File: src/rtl/br_pkg.sv
package br_pkg;
  typedef enum logic [1:0] {
    BK_NONE = 2'b00,
    BK_EQZ  = 2'b01,
    BK_NEZ  = 2'b10,
    BK_RSVD = 2'b11
  } br_kind_e;

  // target = pc+4 + offset*4, wrapping
  function automatic logic [31:0] br_target(input logic [31:0] pc4,
                                            input logic [31:0] off);
    return pc4 + {off[29:0], 2'b00};
  endfunction

  function automatic logic br_cond(input br_kind_e k, input logic is_zero);
    case (k)
      BK_EQZ:  return is_zero;
      BK_NEZ:  return ~is_zero;
      default: return 1'b0;
    endcase
  endfunction
endpackage

File: src/rtl/br_zero_detect.sv
module br_zero_detect #(
  parameter int W     = 32,
  parameter int CHUNK = 8
) (
  input  logic [W-1:0] op,
  output logic         is_zero
);
  localparam int NCH = (W + CHUNK - 1) / CHUNK;

  logic [NCH-1:0] chunk_any;

  // chunked OR, then a final NOR across the chunks
  generate
    for (genvar c = 0; c < NCH; c++) begin : g_chunk
      always_comb begin
        chunk_any[c] = 1'b0;
        for (int b = 0; b < CHUNK; b++) begin
          if (c * CHUNK + b < W) chunk_any[c] = chunk_any[c] | op[c * CHUNK + b];
        end
      end
    end
  endgenerate

  assign is_zero = ~|chunk_any;
endmodule

File: src/rtl/br_target_add.sv
module br_target_add (
  input  logic [31:0] pc4,
  input  logic [31:0] off,
  output logic [31:0] tgt
);
  import br_pkg::*;
  assign tgt = br_target(pc4, off);
endmodule

File: src/rtl/br_decide.sv
module br_decide (
  input  logic       valid,
  input  logic [1:0] kind,
  input  logic       is_zero,
  input  logic       stall,
  output logic       take,
  output logic       redirect
);
  import br_pkg::*;
  br_kind_e k;
  assign k        = br_kind_e'(kind);
  assign take     = valid & br_cond(k, is_zero);
  assign redirect = take & ~stall;
endmodule

File: src/rtl/br_resolve_id.sv
module br_resolve_id #(
  parameter logic [31:0] RESET_PC = 32'h0000_0100,
  parameter int          CHUNK    = 8
) (
  input  logic        clk,
  input  logic        rst_n,
  input  logic        hz_stall,
  input  logic        id_valid,
  input  logic [1:0]  id_kind,
  input  logic [31:0] id_operand,
  input  logic [31:0] id_offset,
  input  logic [31:0] id_pc4,
  output logic        take_o,
  output logic [31:0] tgt_o,
  output logic        pc_sel_o,
  output logic        flush_o,
  output logic [31:0] fetch_pc_o
);
  localparam int W = 32;

  logic        zero_w;
  logic        redirect_w;
  logic [W-1:0] pc_q;
  logic [W-1:0] pc_seq_w;

  br_zero_detect #(.W(W), .CHUNK(CHUNK)) u_zero (
    .op      (id_operand),
    .is_zero (zero_w)
  );

  br_target_add u_tadd (
    .pc4 (id_pc4),
    .off (id_offset),
    .tgt (tgt_o)
  );

  br_decide u_dec (
    .valid    (id_valid),
    .kind     (id_kind),
    .is_zero  (zero_w),
    .stall    (hz_stall),
    .take     (take_o),
    .redirect (redirect_w)
  );

  assign pc_seq_w = pc_q + 32'd4;

  always_ff @(posedge clk) begin
    if (!rst_n)          pc_q <= RESET_PC;
    else if (hz_stall)   pc_q <= pc_q;
    else if (redirect_w) pc_q <= tgt_o;
    else                 pc_q <= pc_seq_w;
  end

  assign pc_sel_o   = redirect_w;
  assign flush_o    = redirect_w;
  assign fetch_pc_o = pc_q;
endmodule

File: config.mk
export PLATFORM = sky130hd
export DESIGN_NAME = br_resolve_id
export DESIGN_NICKNAME = d
export VERILOG_FILES = /design/src/rtl/br_pkg.sv /design/src/rtl/br_zero_detect.sv /design/src/rtl/br_target_add.sv /design/src/rtl/br_decide.sv /design/src/rtl/br_resolve_id.sv
export SDC_FILE = /design/constraint.sdc
export NUM_CORES = 1
export LEC_CHECK = 0
export ABC_AREA = 1
export BUFFER_PORTS_ARGS = -buffer_cell sky130_fd_sc_hd__buf_2
export CORE_MARGIN = 2
export CORE_UTILIZATION = 51
export DETAILED_ROUTE_END_ITERATION = 12
export HOLD_SLACK_MARGIN = 0.08
export PLACE_DENSITY_LB_ADDON = 0.3
export SLEW_MARGIN = 5
export SYNTH_ARGS = -nofsm -noshare
export SYNTH_HDL_FRONTEND = slang
export SYNTH_HIERARCHICAL = 1
export SYNTH_SLANG_ARGS = --single-unit
File: constraint.sdc
create_clock -name clk -period 2.35 [get_ports clk]
set_input_delay 0.235 -clock clk [delete_from_list [all_inputs] [get_ports clk]]
set_output_delay 0.235 -clock clk [all_outputs]
set_load 0.005 [all_outputs]
==> summary.md <==
| Metric | Value |
|---|---|
| Synth warnings | `6` |
| Yosys reg bits | `32` |
| Fill count | `881` |
| Peak VDD IR | `0.155 mV` |
| Tightest Pin Transition | `roughly 0.74 ns` |
| Required @ worst endpoint | `2.12 ns` |
| Register area share after synthesis | `between 10 and 15%` |
| Startpoint types | `input port` |
| Clock buffer depth | `2` |
| PwrDens | `362 nW/µm²` |
| Hold Crit Class | `in -> reg` |
| Slew Viols, Final | `0` |
| Final Core Density | `64.4%` |
| Setup Skew | `0.00332 ns` |
| I/O pin count | `169` |
| Core Area | `~8700 µm²` |
| WS Path Type | `in -> out` |
| Post-CTS Setup Inserts | `0` |
| Horiz. Die Dim | `98.5 µm` |
| Largest net degree at the start of global routing | `26` |
| Initial Util | `52.5%` |
| Post-synth cell types | `36` |
| Drt wl/cell | `12.2 µm` |
| # port buffers | `166` |
| Compound-cell area share of the yosys netlist | `11.7%` |
| Residual DRC count | `0` |
| Max FFs per register | `32` |
| FF-to-FF End | `fetch_pc_o[26]` |
| ANT nets after route | `0` |
| XOR/XNOR Fraction of Synth Area | `4.23%` |
| Setup TNS | `0 ns` |
| Instance count of the mapped netlist | `832` |
| Vias/cell | `slightly above 5` |
| Slew HR | `between 50% and 60%` |
| GRT Residual Overflow | `0` |
| CTS Root Cell | `clkbuf_8` |
| Die outline area | `9710 µm²` |
| Yosys top cell by area | `nand2_1` |
| Total CTS buffers | `5` |
| Static leakage | `3.18 nW` |
| Post-synthesis adder-cell area fraction | `8.67%` |
| Hold Path Sink | `fetch_pc_o[0]` |
| Final min period | `2.21 ns` |
| Total wire length | `13500 µm` |
| Cts hold-fix bufs | `0` |
| Vias in the first global route | `5114` |
| Initial antenna violation count | `0` |
| Storage cell area | `641 µm²` |
| Reg-to-Reg Start | `fetch_pc_o[3]` |
| Fin Hold WS | `0.181 ns` |
| Post-Syn Area per Cell | `approximately 5.5 µm²` |
| Row cnt | `34` |
| Final Hold Fails | `0` |
| Later-pin clock latency in the skew report | `0.29 ns` |
| Clk slew on worst S/H paths | `0.07 ns` |
| Combinational family with the most area after synthesis | `simple AND/OR/NAND/NOR gates` |
| Hold Path Depth | `3` |
| All-layer global routing usage | `27.9%` |
| Global-route wire length before repair | `22700 µm` |
| H-Tree Depth | `2` |
| # resized after CTS | `0` |
| Sink Count | `32` |
| Via count | `5616` |
| Nets | `1129` |
| Critical Path Fanout Max | `4` |
| Mapped cell area | `4560 µm²` |
| Worst-case reg-to-reg path depth | `10` |
| Detailed Route Iter0 Violations | `240` |
| Placer Congestion | `~0.96` |
| DP HPWL | `11400 µm` |
| Element type at the critical path end | `output port` |
| Unrepaired setup endpoints after global routing | `no` |
| Number of max-cap violations | `0` |
| Status | `finished, final reports clean` |
| Die height | `between 90 and 100 µm` |
| Hold wc startpoint | `id_pc4[0]` |
| DR pass1 iterations | `5` |
| Final Cycle Share | `94.0%` |
| Post-synthesis simple-gate area fraction | `48.5%` |
| Layout area overhead | `22.7%` |
| Ant diodes | `0` |
| Synthesized Nets | `965` |
| Mux cell area share after synthesis | `0%` |
| Arr. time, crit path | `1.98 ns` |
| Post-synth top area share | `~24%` |
| Max Freq | `452 MHz` |
| Largest cells by area after synthesis | `nand2_1 (24%), dfxtp_1 (14%), inv_1 (11%)` |
| Multi-input combinational cell area | `3340 µm²` |
| R2R Setup Slk | `0.76 ns` |
| Share of cells above drive strength 1 | `23.6%` |
| Final Setup Violations | `0` |
| CTS tree | `done` |
through the flow:
stage	cell area (µm²)	setup slack [ns]	instances	total power, mW
2_1_floorplan	4560	0.368	832	1.20
3_3_place_gp	5500	0.0979	1097	1.57
3_5_place_dp	5500	0.0554	1097	1.58
4_1_cts	5590	0.0835	1105	2.02
5_1_grt	5590	0.0148	1105	2.17
6_report	5590	0.140	1105	2.02
layout make-up:
type / count / share of cell area, %
inverter: 136 / 9.13
timing repair buffer: 172 / 15.7
tap: 108 / 2.42
sequential: 32 / 11.5
multi-input combinational: 649 / 59.7
clock buffer: 8 / 1.61
placed cells by master (no fill, tap or decap):
master / n
nand2_1: 294
buf_2: 166
inv_1: 134
nor2_1: 91
nand3_1: 57
a21oi_1: 47
dfxtp_1: 32
ha_1: 29
o21ai_0: 22
xor2_1: 19
nand2_2: 15
nor2_2: 11
nor2_4: 8
nand4_1: 7
nand3_2: 7
nor3_1: 6
clkbuf_8: 6
buf_4: 6
o21bai_1: 5
o221ai_1: 4
nor3_2: 4
o221a_2: 3
o211ai_1: 3
xnor2_1: 3
a211oi_1: 2
clkbuf_1: 2
inv_2: 2
o21bai_2: 2
nand2_4: 1
nor3b_1: 1
nand3b_1: 1
nor3_4: 1
or2_2: 1
a31oi_1: 1
a21o_1: 1
a21oi_2: 1
fa_1: 1
ha_2: 1
kinds of logic after synthesis:
logic type                 after synthesis
xor gates and xnor gates                22
AOI/OAI and AO/OA                       91
adders and majority gates               31
buffers and inverters                  151
and+or+nand+nor                        505
DFF                                     32
where the power goes:
group	switching (mW)	total, mW	internal [mW]
registers	0.0364	0.604	0.567
logic	0.592	0.977	0.385
clock network	0.205	0.444	0.239
routing by layer:
layer  vias to the layer above  global-route usage, %  wire length, µm
met3                        19                   2.77              870
li1                       2931                      -                -
met2                       189                   49.6             6500
met1                      2477                   36.1             5950
met4                         0                   7.17              206
met5                         -                      0                0
critical path, stage by stage:
cell and delay [ns]:
buf_2 0.08, ha_2 0.20, inv_1 0.06, fa_1 0.39, inv_1 0.11, nand3_1 0.09
nand3_2 0.12, nand2_1 0.08, nand2_1 0.11, xor2_1 0.33, buf_2 0.19
synthesized netlist by cell type (all sizes together):
cell    count
nand2     310
inv       136
nor2      110
nand3      64
a21oi      48
dfxtp      32
ha         30
o21ai      22
xor2       19
nor3       11
buf         8
clkbuf      7
nand4       7
o21bai      7
o221ai      4
o211ai      3
o221a       3
xnor2       3
a211oi      2
a21o        1
a31oi       1
fa          1
nand3b      1
nor3b       1
or2         1
how the worst max path moves through the flow:
stage / from / end
detailed placement: id_pc4[2] / fetch_pc_o[18]
finish: id_pc4[2] / tgt_o[8]
global route: id_pc4[2] / tgt_o[8]
global placement: id_pc4[2] / tgt_o[8]
floorplan: id_pc4[2] / fetch_pc_o[18]
CTS: id_pc4[2] / tgt_o[8]
Note: power is estimated with default switching activity, not from simulation.
